File: src/rtl/qpot_pkg.sv
package qpot_pkg;
  localparam int DATA_W = 8;
  localparam int WSEL_W = 2;
  localparam int DSEL_W = 2;
  localparam int OP_W   = 4;

  typedef enum logic [OP_W-1:0] {
    OP_RD_WIPER = 4'b1001,
    OP_WR_WIPER = 4'b1010,
    OP_RD_DREG  = 4'b1011,
    OP_WR_DREG  = 4'b1100
  } opcode_e;

  typedef enum logic [2:0] {
    ST_ID, ST_INSTR, ST_WDATA, ST_READ, ST_SKIP
  } state_e;

  // strobes from control to datapath
  typedef struct packed {
    logic              wrWiper;
    logic              wrDreg;
    logic              loadRd;
    logic              rdFromDreg;
    logic              shiftRd;
    logic [WSEL_W-1:0] wiperSel;
    logic [DSEL_W-1:0] dregSel;
    logic [DATA_W-1:0] wrData;
  } strobe_t;
endpackage

File: src/rtl/qpot_ctrl.sv
module qpot_ctrl
  import qpot_pkg::*;
#(
  parameter logic [3:0] DEV_TYPE = 4'b0101
) (
  input  logic        clk,
  input  logic        rstN,
  input  logic        sckIn,
  input  logic        csNIn,
  input  logic        holdNIn,
  input  logic        wpNIn,
  input  logic        siIn,
  input  logic [1:0]  addrPin,
  output strobe_t     strb,
  output logic        soOe
);
  localparam int CNT_W = $clog2(DATA_W);

  logic sckQ, sckQQ, csQ, siQ, enQ;
  always_ff @(posedge clk or negedge rstN) begin
    if (!rstN) begin
      sckQ <= 1'b0; sckQQ <= 1'b0; csQ <= 1'b1; siQ <= 1'b0; enQ <= 1'b0;
    end else begin
      sckQ <= sckIn; sckQQ <= sckQ; csQ <= csNIn; siQ <= siIn;
      enQ  <= holdNIn & wpNIn;
    end
  end

  // abort (csQ high) masks edges in the same cycle
  logic sckRise, sckFall;
  assign sckRise = sckQ & ~sckQQ & ~csQ & enQ;
  assign sckFall = ~sckQ & sckQQ & ~csQ & enQ;

  state_e             state;
  logic [CNT_W-1:0]   bitCnt;
  logic [DATA_W-2:0]  shiftQ;
  logic [OP_W-1:0]    opQ;
  logic [WSEL_W-1:0]  wSelQ;
  logic [DSEL_W-1:0]  dSelQ;

  logic [DATA_W-1:0] byteVal;
  logic              byteDone, idOk, isRead, isWrite;
  logic [OP_W-1:0]   newOp;
  assign byteVal  = {shiftQ, siQ};
  assign byteDone = sckRise && (bitCnt == CNT_W'(DATA_W-1));
  assign newOp    = byteVal[DATA_W-1 -: OP_W];
  assign idOk     = (newOp == DEV_TYPE) && (byteVal[3:2] == 2'b00) &&
                    (byteVal[1:0] == addrPin);
  assign isRead   = (newOp == OP_RD_WIPER) || (newOp == OP_RD_DREG);
  assign isWrite  = (newOp == OP_WR_WIPER) || (newOp == OP_WR_DREG);

  always_ff @(posedge clk or negedge rstN) begin
    if (!rstN) begin
      state <= ST_ID; bitCnt <= '0; shiftQ <= '0; soOe <= 1'b0;
      opQ <= '0; wSelQ <= '0; dSelQ <= '0;
    end else if (csQ) begin
      state <= ST_ID; bitCnt <= '0; soOe <= 1'b0;
    end else begin
      if (sckFall && state == ST_READ) soOe <= 1'b1;
      if (sckRise) begin
        bitCnt <= bitCnt + CNT_W'(1);
        shiftQ <= byteVal[DATA_W-2:0];
      end
      if (byteDone) begin
        case (state)
          ST_ID:    state <= idOk ? ST_INSTR : ST_SKIP;
          ST_INSTR: begin
            opQ   <= newOp;
            dSelQ <= byteVal[WSEL_W +: DSEL_W];
            wSelQ <= byteVal[WSEL_W-1:0];
            state <= isRead ? ST_READ : (isWrite ? ST_WDATA : ST_SKIP);
          end
          ST_WDATA: state <= ST_SKIP;
          ST_READ:  begin state <= ST_SKIP; soOe <= 1'b0; end
          default:  state <= ST_SKIP;
        endcase
      end
    end
  end

  always_comb begin
    strb            = '0;
    strb.wrData     = byteVal;
    strb.wrWiper    = byteDone && state == ST_WDATA && opQ == OP_WR_WIPER;
    strb.wrDreg     = byteDone && state == ST_WDATA && opQ == OP_WR_DREG;
    strb.loadRd     = byteDone && state == ST_INSTR && isRead;
    strb.rdFromDreg = newOp == OP_RD_DREG;
    strb.shiftRd    = sckFall && state == ST_READ;
    if (state == ST_INSTR) begin
      strb.wiperSel = byteVal[WSEL_W-1:0];
      strb.dregSel  = byteVal[WSEL_W +: DSEL_W];
    end else begin
      strb.wiperSel = wSelQ;
      strb.dregSel  = dSelQ;
    end
  end

  // a high chip select always releases SO
  p_cs_release_r7: assert property (@(posedge clk) disable iff (!rstN)
    csQ |=> !soOe);
  // at most one datapath action per cycle
  p_strobe_excl_r5: assert property (@(posedge clk) disable iff (!rstN)
    $onehot0({strb.wrWiper, strb.wrDreg, strb.loadRd, strb.shiftRd}));
  // a foreign device type sends the frame to the skip state
  p_id_reject_r2: assert property (@(posedge clk) disable iff (!rstN)
    (byteDone && state == ST_ID && newOp != DEV_TYPE) |=> state == ST_SKIP);
  // paused edges do not advance the bit counter
  p_hold_freeze_r11: assert property (@(posedge clk) disable iff (!rstN)
    (!enQ && !csQ) |=> $stable(bitCnt));
endmodule

File: src/rtl/qpot_regs.sv
module qpot_regs
  import qpot_pkg::*;
#(
  parameter logic [DATA_W-1:0] WIPER_RST = 8'h80,
  parameter logic [DATA_W-1:0] DREG_RST  = 8'h00
) (
  input  logic    clk,
  input  logic    rstN,
  input  strobe_t strb,
  output logic    soData
);
  localparam int N_WIPERS = 1 << WSEL_W;
  localparam int N_DREGS  = N_WIPERS << DSEL_W;
  localparam int DIDX_W   = WSEL_W + DSEL_W;

  logic [DATA_W-1:0] wiperQ [N_WIPERS];
  logic [DATA_W-1:0] dregQ  [N_DREGS];
  logic [DIDX_W-1:0] dIdx;
  assign dIdx = {strb.wiperSel, strb.dregSel};

  for (genvar w = 0; w < N_WIPERS; w++) begin : g_wiper
    always_ff @(posedge clk or negedge rstN) begin
      if (!rstN) wiperQ[w] <= WIPER_RST;
      else if (strb.wrWiper && strb.wiperSel == WSEL_W'(w)) wiperQ[w] <= strb.wrData;
    end
    // wiper changes exactly on its own completed write
    p_wiper_write_r5: assert property (@(posedge clk) disable iff (!rstN)
      (strb.wrWiper && strb.wiperSel == WSEL_W'(w)) |=> wiperQ[w] == $past(strb.wrData));
    p_wiper_hold_r9: assert property (@(posedge clk) disable iff (!rstN)
      !(strb.wrWiper && strb.wiperSel == WSEL_W'(w)) |=> $stable(wiperQ[w]));
  end

  for (genvar d = 0; d < N_DREGS; d++) begin : g_dreg
    always_ff @(posedge clk or negedge rstN) begin
      if (!rstN) dregQ[d] <= DREG_RST;
      else if (strb.wrDreg && dIdx == DIDX_W'(d)) dregQ[d] <= strb.wrData;
    end
    p_dreg_hold_r9: assert property (@(posedge clk) disable iff (!rstN)
      !(strb.wrDreg && dIdx == DIDX_W'(d)) |=> $stable(dregQ[d]));
  end

  logic [DATA_W-1:0] rdShift;
  always_ff @(posedge clk or negedge rstN) begin
    if (!rstN) begin
      rdShift <= '0; soData <= 1'b0;
    end else if (strb.loadRd) begin
      rdShift <= strb.rdFromDreg ? dregQ[dIdx] : wiperQ[strb.wiperSel];
    end else if (strb.shiftRd) begin
      soData  <= rdShift[DATA_W-1];
      rdShift <= {rdShift[DATA_W-2:0], 1'b0};
    end
  end
endmodule

File: src/rtl/qpot_spi_frontend.sv
module qpot_spi_frontend
  import qpot_pkg::*;
#(
  parameter logic [3:0]        DEV_TYPE  = 4'b0101,
  parameter logic [DATA_W-1:0] WIPER_RST = 8'h80,
  parameter logic [DATA_W-1:0] DREG_RST  = 8'h00
) (
  input  logic       clk,
  input  logic       rstN,
  input  logic       sck,
  input  logic       csN,
  input  logic       holdN,
  input  logic       wpN,
  input  logic       si,
  input  logic [1:0] addrPin,
  output logic       so,
  output logic       soOe
);
  strobe_t strb;

  qpot_ctrl #(.DEV_TYPE(DEV_TYPE)) ctrl_i (
    .clk(clk), .rstN(rstN), .sckIn(sck), .csNIn(csN), .holdNIn(holdN),
    .wpNIn(wpN), .siIn(si), .addrPin(addrPin), .strb(strb), .soOe(soOe)
  );

  qpot_regs #(.WIPER_RST(WIPER_RST), .DREG_RST(DREG_RST)) regs_i (
    .clk(clk), .rstN(rstN), .strb(strb), .soData(so)
  );
endmodule

File: config.mk
export PLATFORM = sky130hd
export DESIGN_NAME = qpot_spi_frontend
export DESIGN_NICKNAME = d
export VERILOG_FILES = /design/src/rtl/qpot_pkg.sv /design/src/rtl/qpot_ctrl.sv /design/src/rtl/qpot_regs.sv /design/src/rtl/qpot_spi_frontend.sv
export SDC_FILE = /design/constraint.sdc
export NUM_CORES = 1
export LEC_CHECK = 0
export CAP_MARGIN = 20
export CORE_MARGIN = 5
export CORE_UTILIZATION = 63
export DETAILED_ROUTE_END_ITERATION = 16
export PLACE_DENSITY_LB_ADDON = 0.05
export REMOVE_ABC_BUFFERS = 1
export SKIP_CTS_REPAIR_TIMING = 1
export SLEW_MARGIN = 20
export SYNTH_ARGS = -nofsm -noshare
export SYNTH_HDL_FRONTEND = slang
export SYNTH_SLANG_ARGS = --single-unit
File: constraint.sdc
create_clock -name clk -period 2.6 [get_ports clk]
set_input_delay 0.39 -clock clk [delete_from_list [all_inputs] [get_ports clk]]
set_output_delay 0.39 -clock clk [all_outputs]
set_load 0.03 [all_outputs]
# Word-level counts from Yosys, hierarchy flattened
# Index checks and enable logic that the tools add are counted.
# totals
mem_bits_rw	0
word_cells	143
rom_bits	0
out_inout_bits	2
mem_count	0
latchBits	0
register_bits	196
# classes
n_div	0
eq_ne	30
muxes	22
n_mul	0
n_addsub	1
n_bitwise	13
n_shift	0
n_reduce_logical	41
order_cmp	2
# ops
op	n
4-bit equality test (second input constant)	14
8-bit two-way mux	7
8-bit binary-select mux with 4-bit select	1
1-bit logical AND	29
3-bit two-way mux	7
4-bit by 3-bit equality test with 1-bit output (second input constant)	5
8-bit binary-select mux with 2-bit select	1
4-bit by 2-bit equality test with 1-bit output (second input constant)	2
1-bit AND	7
3-bit by 2-bit equality test with 1-bit output (second input constant)	2
3-bit case mux with 2 select lines	1
2-bit nonzero test	3
5-bit >= comparator (second input constant)	1
4-bit inverter with 5-bit output	1
2-bit equality test (second input constant)	2
4-bit by 1-bit equality test with 1-bit output (second input constant)	1
2-bit zero test	2
4-bit zero test	1
1-bit two-way mux	4
4-bit two-way mux	1
1-bit inverter	4
2-bit AND reduction	2
3-bit by 1-bit adder with 3-bit output (second input constant)	1
3-bit by 1-bit equality test with 1-bit output (second input constant)	1
8 further kinds	9

# Depth between registers and ports, before layout
# Gate-level depths: netlist (run 1).
# logic_depth
word_depth	9
mapped_depth	10

# Hierarchy
# From an unflattened synthesis (run 1), not the netlist that was laid out.
# hier_totals
hier_cells	592
hier_area_um2	9058.7
# by_module_without_submodules
module	cells_each	seq_area_each_um2	area_per_inst_um2	n_inst
qpot_regs	494	4234.1	7825.0	1
qpot_ctrl	98	676.9	1233.7	1

# Worst setup path after synthesis (run 1)
# No wires, ideal clock.
# synth_timing
path_type	reg2reg
startpoint	register ctrl_i.state[1]
endpoint	register regs_i.dregQ[60] in the netlist's numbering
setup_time_ns	0.128
arrival_ns	2.215
stages_incl_launch_ff	9
slack_ns	0.257
path_cell_list	dfrtp_1 -> buf_2 -> or3b_1 -> buf_2 -> mux2_1 -> buf_6 -> nor3_4 -> nand2_2 -> mux2_1
# synth_between
elab_chain_len	4
# synth_lines
item	line	source
start, declared	qpot_ctrl.sv:34	state_e state;
start signal, assigned	qpot_ctrl.sv:66	ST_ID: state <= idOk ? ST_INSTR : ST_SKIP;
start signal, assigned	qpot_ctrl.sv:71	state <= isRead ? ST_READ : (isWrite ? ST_WDATA : ST_SKIP);
3-bit by 1-bit equality test with 1-bit output / 3-bit by 2-bit equality test with 1-bit output (equally long branches)	qpot_ctrl.sv:89, qpot_ctrl.sv:85	
4-bit two-way mux / 1-bit logical AND (equally long branches)	qpot_ctrl.sv:89, qpot_ctrl.sv:85	
4-bit equality test / 1-bit logical AND (equally long branches)	qpot_regs.sv:36, qpot_ctrl.sv:85	
1-bit logical AND (*)	qpot_regs.sv:36	else if (strb.wrDreg && dIdx == DIDX_W'(d)) dregQ[d] <= strb.wrData;
end signal, assigned by index	qpot_regs.sv:36	
end, declared	qpot_regs.sv:17	logic [DATA_W-1:0] dregQ [N_DREGS];
# Every way passes the cells marked *; elsewhere a longest branch is shown, timed or not.
# A chain may end at the register's enable or synchronous reset.

# Worst setup path after layout (run 1)
# layout_timing
startpoint	register ctrl_i.state[1]
endpoint	register regs_i.rdShift[6]
# layout_between
elab_chain_len	8
# layout_lines
item	line	source
3-bit by 1-bit equality test with 1-bit output	qpot_ctrl.sv:86, qpot_ctrl.sv:89	
4-bit two-way mux	qpot_ctrl.sv:89	if (state == ST_INSTR) begin
4-bit inverter with 5-bit output (implied by the code) / 2-bit inverter with 3-bit output (equally long branches)	qpot_regs.sv:47	rdShift <= strb.rdFromDreg ? dregQ[dIdx] : wiperQ[strb.wiperSel];
8-bit binary-select mux with 4-bit select / 8-bit binary-select mux with 2-bit select (equally long branches)	qpot_regs.sv:47	
8-bit two-way mux (implied by the code) (2 in series)	qpot_regs.sv:47	
8-bit two-way mux	qpot_regs.sv:47	
8-bit two-way mux	qpot_regs.sv:46	end else if (strb.loadRd) begin
end signal, assigned	qpot_regs.sv:47	
end signal, assigned	qpot_regs.sv:50	rdShift <= {rdShift[DATA_W-2:0], 1'b0};
end, declared	qpot_regs.sv:42	logic [DATA_W-1:0] rdShift;
# Parallel ways exist; a longest one is shown, timed or not. The select of a mux whose other input is x is not followed.

==> metrics.yaml, run 1 <==
final_cell_mix: "dfrtp_1 (190), mux2_2 (170), mux2i_1 (50)"
clk-insertion-delay-late_ns: 0.44
synthFlopType: "dfrtp_1"
dieArea_mm2: 0.0179
synth_area_mm2: 0.00966
synth-simple-area-share_pct: 8.63
post_drt_wl_per_cell_um: 24.2
layout_commonest_cell: "dfrtp_1"
critPathMaxFanout: 25
cts-root-buf: "clkbuf_16"
worstSetupEndpointType: "flip-flop"
worstPathRequired_ns: 2.92
tightest_slew_ns: 0.735
min_path_type: "in -> async"
cts_inserted_buffers: 17
route.detailed.drc: 0
fin_skew_ns: 0.00942
finalWeightedCongestion: 0.919
synthCells: 744
powerDensity_mw_per_mm2: 560
finalSetupViolCount: 0
post-route-util_pct: 71.3
die_w_um: 134
drt_iter0_markers: 607
synth-compound-area-share_pct: 6.00
grt_pass1_vias: 6645
synthMuxAreaShare_pct: 31.3
max-slew-margin-rel_pct: 51.0
ios: 11
hold_viol: 0
stdcell_area_mm2: 0.0108
clk_path_buf_depth: 2
synth_fa_ha_area_share_pct: 0.259
via_per_inst: 6.62
synth_top_family_by_area: "multiplexers"
peakVddDrop_mv: 0.486
synthXorXnorAreaFrac_pct: 0.272
dr.pass1.iters: 5
ys_seq_area_share_pct: 50.8
slew_violations: 0
yosysUniqueCellTypes: 53
area_delta_synth_final_pct: 11.8
yosys_register_bits: 196
antenna_found_initial: 0
synth_top_area_share_pct: 49.5
clk_pin_slew_ns: 0.07
postRouteAntennaNets: 0
period_minus_slack_ns: 2.57
met2_length_mm: 11.2
htree_levels: 4
postPlaceCellArea_mm2: 0.0102
leakagePower_uw: 0.00503
rows: 45
drv_cap: 0
drive_gt1_share_pct: 39.7
critPathKind: "reg -> reg"
post_synth.cell_area_avg_um2: 13.0
grt_max_degree: 87
grt_pass1_wl_mm: 37.7
overflow: 0
layout.nets: 776
dpl.hpwl_mm: 15.7
fp.dieH_um: 134
worstPathArrival_ns: 2.88
initial_core_util_pct: 63.8
fmax_mhz: 390
n_antenna_cell: 0
synth_edf_count: 0
startpoint_type: "flip-flop"
vias: 6395
yosysTopAreaCell: "dfrtp_1"
wl_met3_mm: 1.25
outcome: "finished, final reports clean"
cts.sinks: 196
drt-met1-wl_mm: 10.3
top_layer_used: "met4"
cts_tree: "built"
coreArea_mm2: 0.0151
wirelength_mm: 23.4
yosys-top-cells-area: "dfrtp_1 (49%), mux2_2 (20%), mux2i_1 (5.4%)"
gr-usage-all-layers_pct: 27.6
ys_async_sr_fraction_pct: 100
ys_warn_count: 0
finalCritPeriodShare_pct: 98.7
portBuffers: 10
## worst max-delay path: stages (launching register included)
cell	delay [ns]
dfrtp_1	0.40
or3b_4	0.48
mux2_1	0.38
buf_12	0.19
mux2i_1	0.26
o22ai_1	0.13
nor4_2	0.33
buf_4	0.17
o21ai_0	0.08
## final timing paths
check	to	cells past startpoint	slack, ns	start
worst max-delay path	regs_i.rdShift[6]	8	0.03	ctrl_i.state[1]
worst min-delay path	regs_i.dregQ[45]	1	0.02	rstN
worst max register to register	regs_i.rdShift[6]	8	0.03	ctrl_i.state[1]
worst min register to register	ctrl_i.sckQQ	0	0.41	ctrl_i.sckQ
max in group asynchronous	regs_i.dregQ[80]	2	1.84	rstN
min in group clk	ctrl_i.csQ	1	0.35	csN
## power breakdown
part           leakage, uW  total [uW]  internal (uW)  switching (uW)
logic              0.00204         357            133             224
registers          0.00271        3120           3060            52.4
clock network     0.000277        2580           1350            1230
## state kept, by name, summed over array words and instances, names as in the netlist
name            flops
ctrl_i.bitCnt       3
ctrl_i.csQ          1
ctrl_i.dSelQ        2
ctrl_i.enQ          1
ctrl_i.opQ          4
ctrl_i.sckQ         1
ctrl_i.sckQQ        1
ctrl_i.shiftQ       7
ctrl_i.siQ          1
ctrl_i.soOe         1
ctrl_i.state        3
ctrl_i.wSelQ        2
regs_i.dregQ      128
regs_i.rdShift      8
regs_i.soData       1
regs_i.wiperQ      32
## cells by family after synthesis
kind of cell,count (synthesis)
DFF,196
adders and majority gates,2
AOI/OAI and AO/OA,86
muxes,253
and+or+nand+nor,148
buffers and inverters,56
xor gates and xnor gates,3
## area by class of cell
class	count	area [um^2]
clock inverters	14	141
fillers	1011	4340
clock buffers	18	429
multi-input cells	492	4520
flip-flops and latches	196	4910
well taps	188	235
repair buffers	58	564
## metrics by stage
stage,TNS (ns),hold slack (ns),instances,total power (uW),worst slack [ns]
after CTS,-0.170,0.0437,966,6080,-0.170
after floorplan,-58.65,0.0944,688,3280,-0.927
final,0,0.0153,966,6050,0.0326
after global placement,-0.0107,0.379,934,3520,-0.0107
after detailed placement,-0.0890,0.387,934,3530,-0.0890
after global routing,-0.00420,0.0667,966,6260,-0.00245
## per-layer routing
| metal | track usage [%] | vias to the layer above |
|---|---|---|
| met1 | 39.3 | 3335 |
| met4 | 7.83 | 0 |
| met2 | 43.4 | 220 |
| met3 | 5.89 | 55 |
| li1 | - | 2785 |
| met5 | 0 | - |
## synthesized netlist by cell type (4+ instances only)
cell and number:
a311o_1 5, nand2_2 16, a21oi_1 19, mux4_2 21, o221ai_1 5, mux2_2 170
nor3_4 4, a22oi_1 7, and3_1 7, nor2_1 20, nand3b_1 4, nor4_1 5
clkbuf_1 35, buf_2 13, dfstp_2 5, a2111oi_0 7, dfrtp_1 191, nor2b_1 14
nand2_1 45, o22ai_1 10, o21ai_0 13, mux2_1 8, a31oi_1 8, nand3_1 10
nand2b_1 6, mux2i_1 52
Power figures use the tool's default switching activity.
==> inputs of run 2 (changes only) <==
- REMOVE_ABC_BUFFERS: 1 -> unset
==> run 2 against run 1 <==
Routed wire length decreased by 0.79%. Global-route usage is 0.31 points lower. Critical path depth did not move. Combinational power rose by 3%. Utilization grew 1.6 points. First-iteration DRC count down 20%. Total power grew 0.98%. Die area did not move. Critical endpoint unchanged. Highest routed layer unchanged.
==> metrics.yaml, run 2 (synthesized netlist as in run 1, its figures left out) <==
intPower_uw: 4630  # +1.8%
finalSetupTns_ns: 0  # unchanged
ios: 11  # unchanged
worstSetupEndpointType: "flip-flop"
area_delta_synth_final_pct: 14.4
combPwrFrac_pct: 6.0  # about the same
layout_commonest_cell: "dfrtp_1"
cts_tree: "built"
initial_core_util_pct: 63.8  # unchanged
overflow: 0  # unchanged
grt_pass1_wl_mm: 37.6  # -0.42%
drt_iter0_markers: 488  # -20%
hold_viol: 0  # unchanged
worstPathRequired_ns: 2.92  # about the same
top_register: "regs_i.dregQ"
r2r-start: "ctrl_i.state[0]"
grtUsageMet1_pct: 39.4  # about the same
min_path_type: "in -> reg"
finalWeightedCongestion: 0.904  # -1.7%
top_regs: "regs_i.dregQ (128), regs_i.wiperQ (32), regs_i.rdShift (8)"
dpl.hpwl_mm: 15.6  # -0.76%
leakagePower_uw: 0.00521  # +3.6%
swShare_pct: 24.3  # -0.60 points
grt_max_degree: 59  # -32%
worstPathArrival_ns: 2.87  # about the same
syn_nets: 755
reg2reg_to: "regs_i.rdShift[6]"
fmax_mhz: 391  # +0.46%
gr-usage-all-layers_pct: 27.3  # -0.31 points
ff2ff_path_depth: 8  # unchanged
post_drt_wl_per_cell_um: 23.4  # -3.1%
portBuffers: 10  # unchanged
peakVddDrop_mv: 0.535  # +10%
critPathKind: "reg -> reg"
ff2ff_setup_slack_ns: 0.04  # about the same
final.setup.worst_slack_ns: 0.0445  # +0.0119 ns
grt_pass1_vias: 6587  # -0.87%
outcome: "finished, final reports clean"
drive_gt1_share_pct: 42.3  # +2.6 points
powerDensity_mw_per_mm2: 553  # -1.3%
cts-root-buf: "clkbuf_16"
htree_levels: 4  # unchanged
max-slew-margin-rel_pct: 58.3  # +7.4 points
final_cells: 989  # +2.4%
clk_pin_slew_ns: 0.07  # about the same
final_cell_mix: "dfrtp_1 (191), mux2_2 (169), buf_4 (65)"
min_to: "ctrl_i.csQ"
rsz0062_at_grt: "true"
clk_path_buf_depth: 2  # unchanged
hp-start: "csN"
fin_skew_ns: 0.00758  # -0.00184 ns
largest_reg_flops: 128  # unchanged
die_w_um: 134  # unchanged
wirelength_mm: 23.2  # -0.79%
critPathMaxFanout: 18  # -28%
coreArea_mm2: 0.0151  # unchanged
n_antenna_cell: 0  # unchanged
place_ws_ns: -0.175  # -0.0863 ns
grt-busiest-layer: "met2"
gr-usage-met3_pct: 5.29  # -0.60 points
tightest_slew_ns: 0.622  # -0.113 ns
hold_depth: 1
cts_inserted_buffers: 17  # unchanged
clk-insertion-delay-late_ns: 0.44  # about the same
grt_use_met2_pct: 42.5  # -0.93 points
power_switching_uw: 1480  # -1.4%
via_per_inst: 6.54  # -1.3%
post-route-util_pct: 73.0  # +1.6 points
fp.dieH_um: 134  # unchanged
cts.sinks: 196  # unchanged
period_minus_slack_ns: 2.56  # -0.0119 ns
drv_cap: 0  # unchanged
holdWs_ns: 0.360  # +0.345 ns
dieArea_mm2: 0.0179  # unchanged
rows: 45  # unchanged
antenna_found_initial: 0  # unchanged
clock_power_share_pct: 43.5  # +0.9 points
finalSetupViolCount: 0  # unchanged
finalCritPeriodShare_pct: 98.3  # -0.46 points
seq_power_share_pct: 50.4  # -1.1 points
vias: 6465  # +1.1%
layout.nets: 799  # +3.0%
dr.pass1.iters: 5  # unchanged
dp_cells: 951  # +1.8%
startpoint_type: "flip-flop"
slew_violations: 0  # unchanged
route.detailed.drc: 0  # unchanged
postRouteAntennaNets: 0  # unchanged
[run 2: cell count changes in the layout (fill, tap and decap cells not counted), moves of 2 or more]
cell     before  now
a22oi_1       7    5
a22oi_2       0    2
buf_12        8    5
buf_4        40   65
mux2i_2       3    1
nand2_2      17   14
nand2_4       0    3
nor4_1        4    0
nor4_2        1    4
[run 2: power groups by stage]
stage | combinational (uW) | sequential, uW | clock (uW)
floorplan | 176 | 3130 | 0
global placement | 363 | 3140 | 0
detailed placement | 371 | 3140 | 0
CTS | 373 | 3080 | 2710
global route | 400 | 3080 | 2830
finish | 369 | 3080 | 2660
[run 2: worst max path at each step]
stage,from,endpoint,slack [ns],cells after the start
floorplan,ctrl_i.state[1],regs_i.dregQ[60],0.26,8
CTS,ctrl_i.state[0],regs_i.rdShift[6],-0.20,8
global placement,ctrl_i.state[0],regs_i.rdShift[6],-0.19,8
detailed placement,ctrl_i.state[0],regs_i.rdShift[6],-0.18,8
global route,ctrl_i.state[0],regs_i.wiperQ[5],-0.01,7
finish,ctrl_i.state[0],regs_i.rdShift[6],0.04,8
[run 2: area by class of cell]
cell class / count / area (um^2)
fill: 996 / 4100
clock inverter: 15 / 171
tap: 188 / 235
timing repair buffer: 81 / 702
sequential: 196 / 4910
clock buffer: 17 / 425
multi-input combinational: 492 / 4610
[run 2: routing by layer]
metal / wire length, um / share of wire, %
met1: 10600 / 45
met2: 11200 / 48
met3: 1100 / 4.8
met4: 354 / 1.5
met5: 0 / 0
[run 2: metrics by stage]
stage	total power, uW	instance area (um^2)
final	6110	11100
after global routing	6310	11100
after CTS	6160	10900
after detailed placement	3510	10300
after global placement	3500	10300
after floorplan	3310	9660
[run 2: worst max-delay path, stage by stage, from the launching register on]
cell,delay [ns]
dfrtp_1,0.42
or3b_4,0.47
buf_4,0.24
mux2_4,0.38
nand2_1,0.18
o22ai_1,0.15
nor4_2,0.36
buf_4,0.16
o21ai_0,0.07
==> inputs of run 3 (changes only) <==
- GPL_TIMING_DRIVEN: unset -> 1
==> results of run 3 <==
The final DEF is identical to that of run 2; final timing and power are the same.
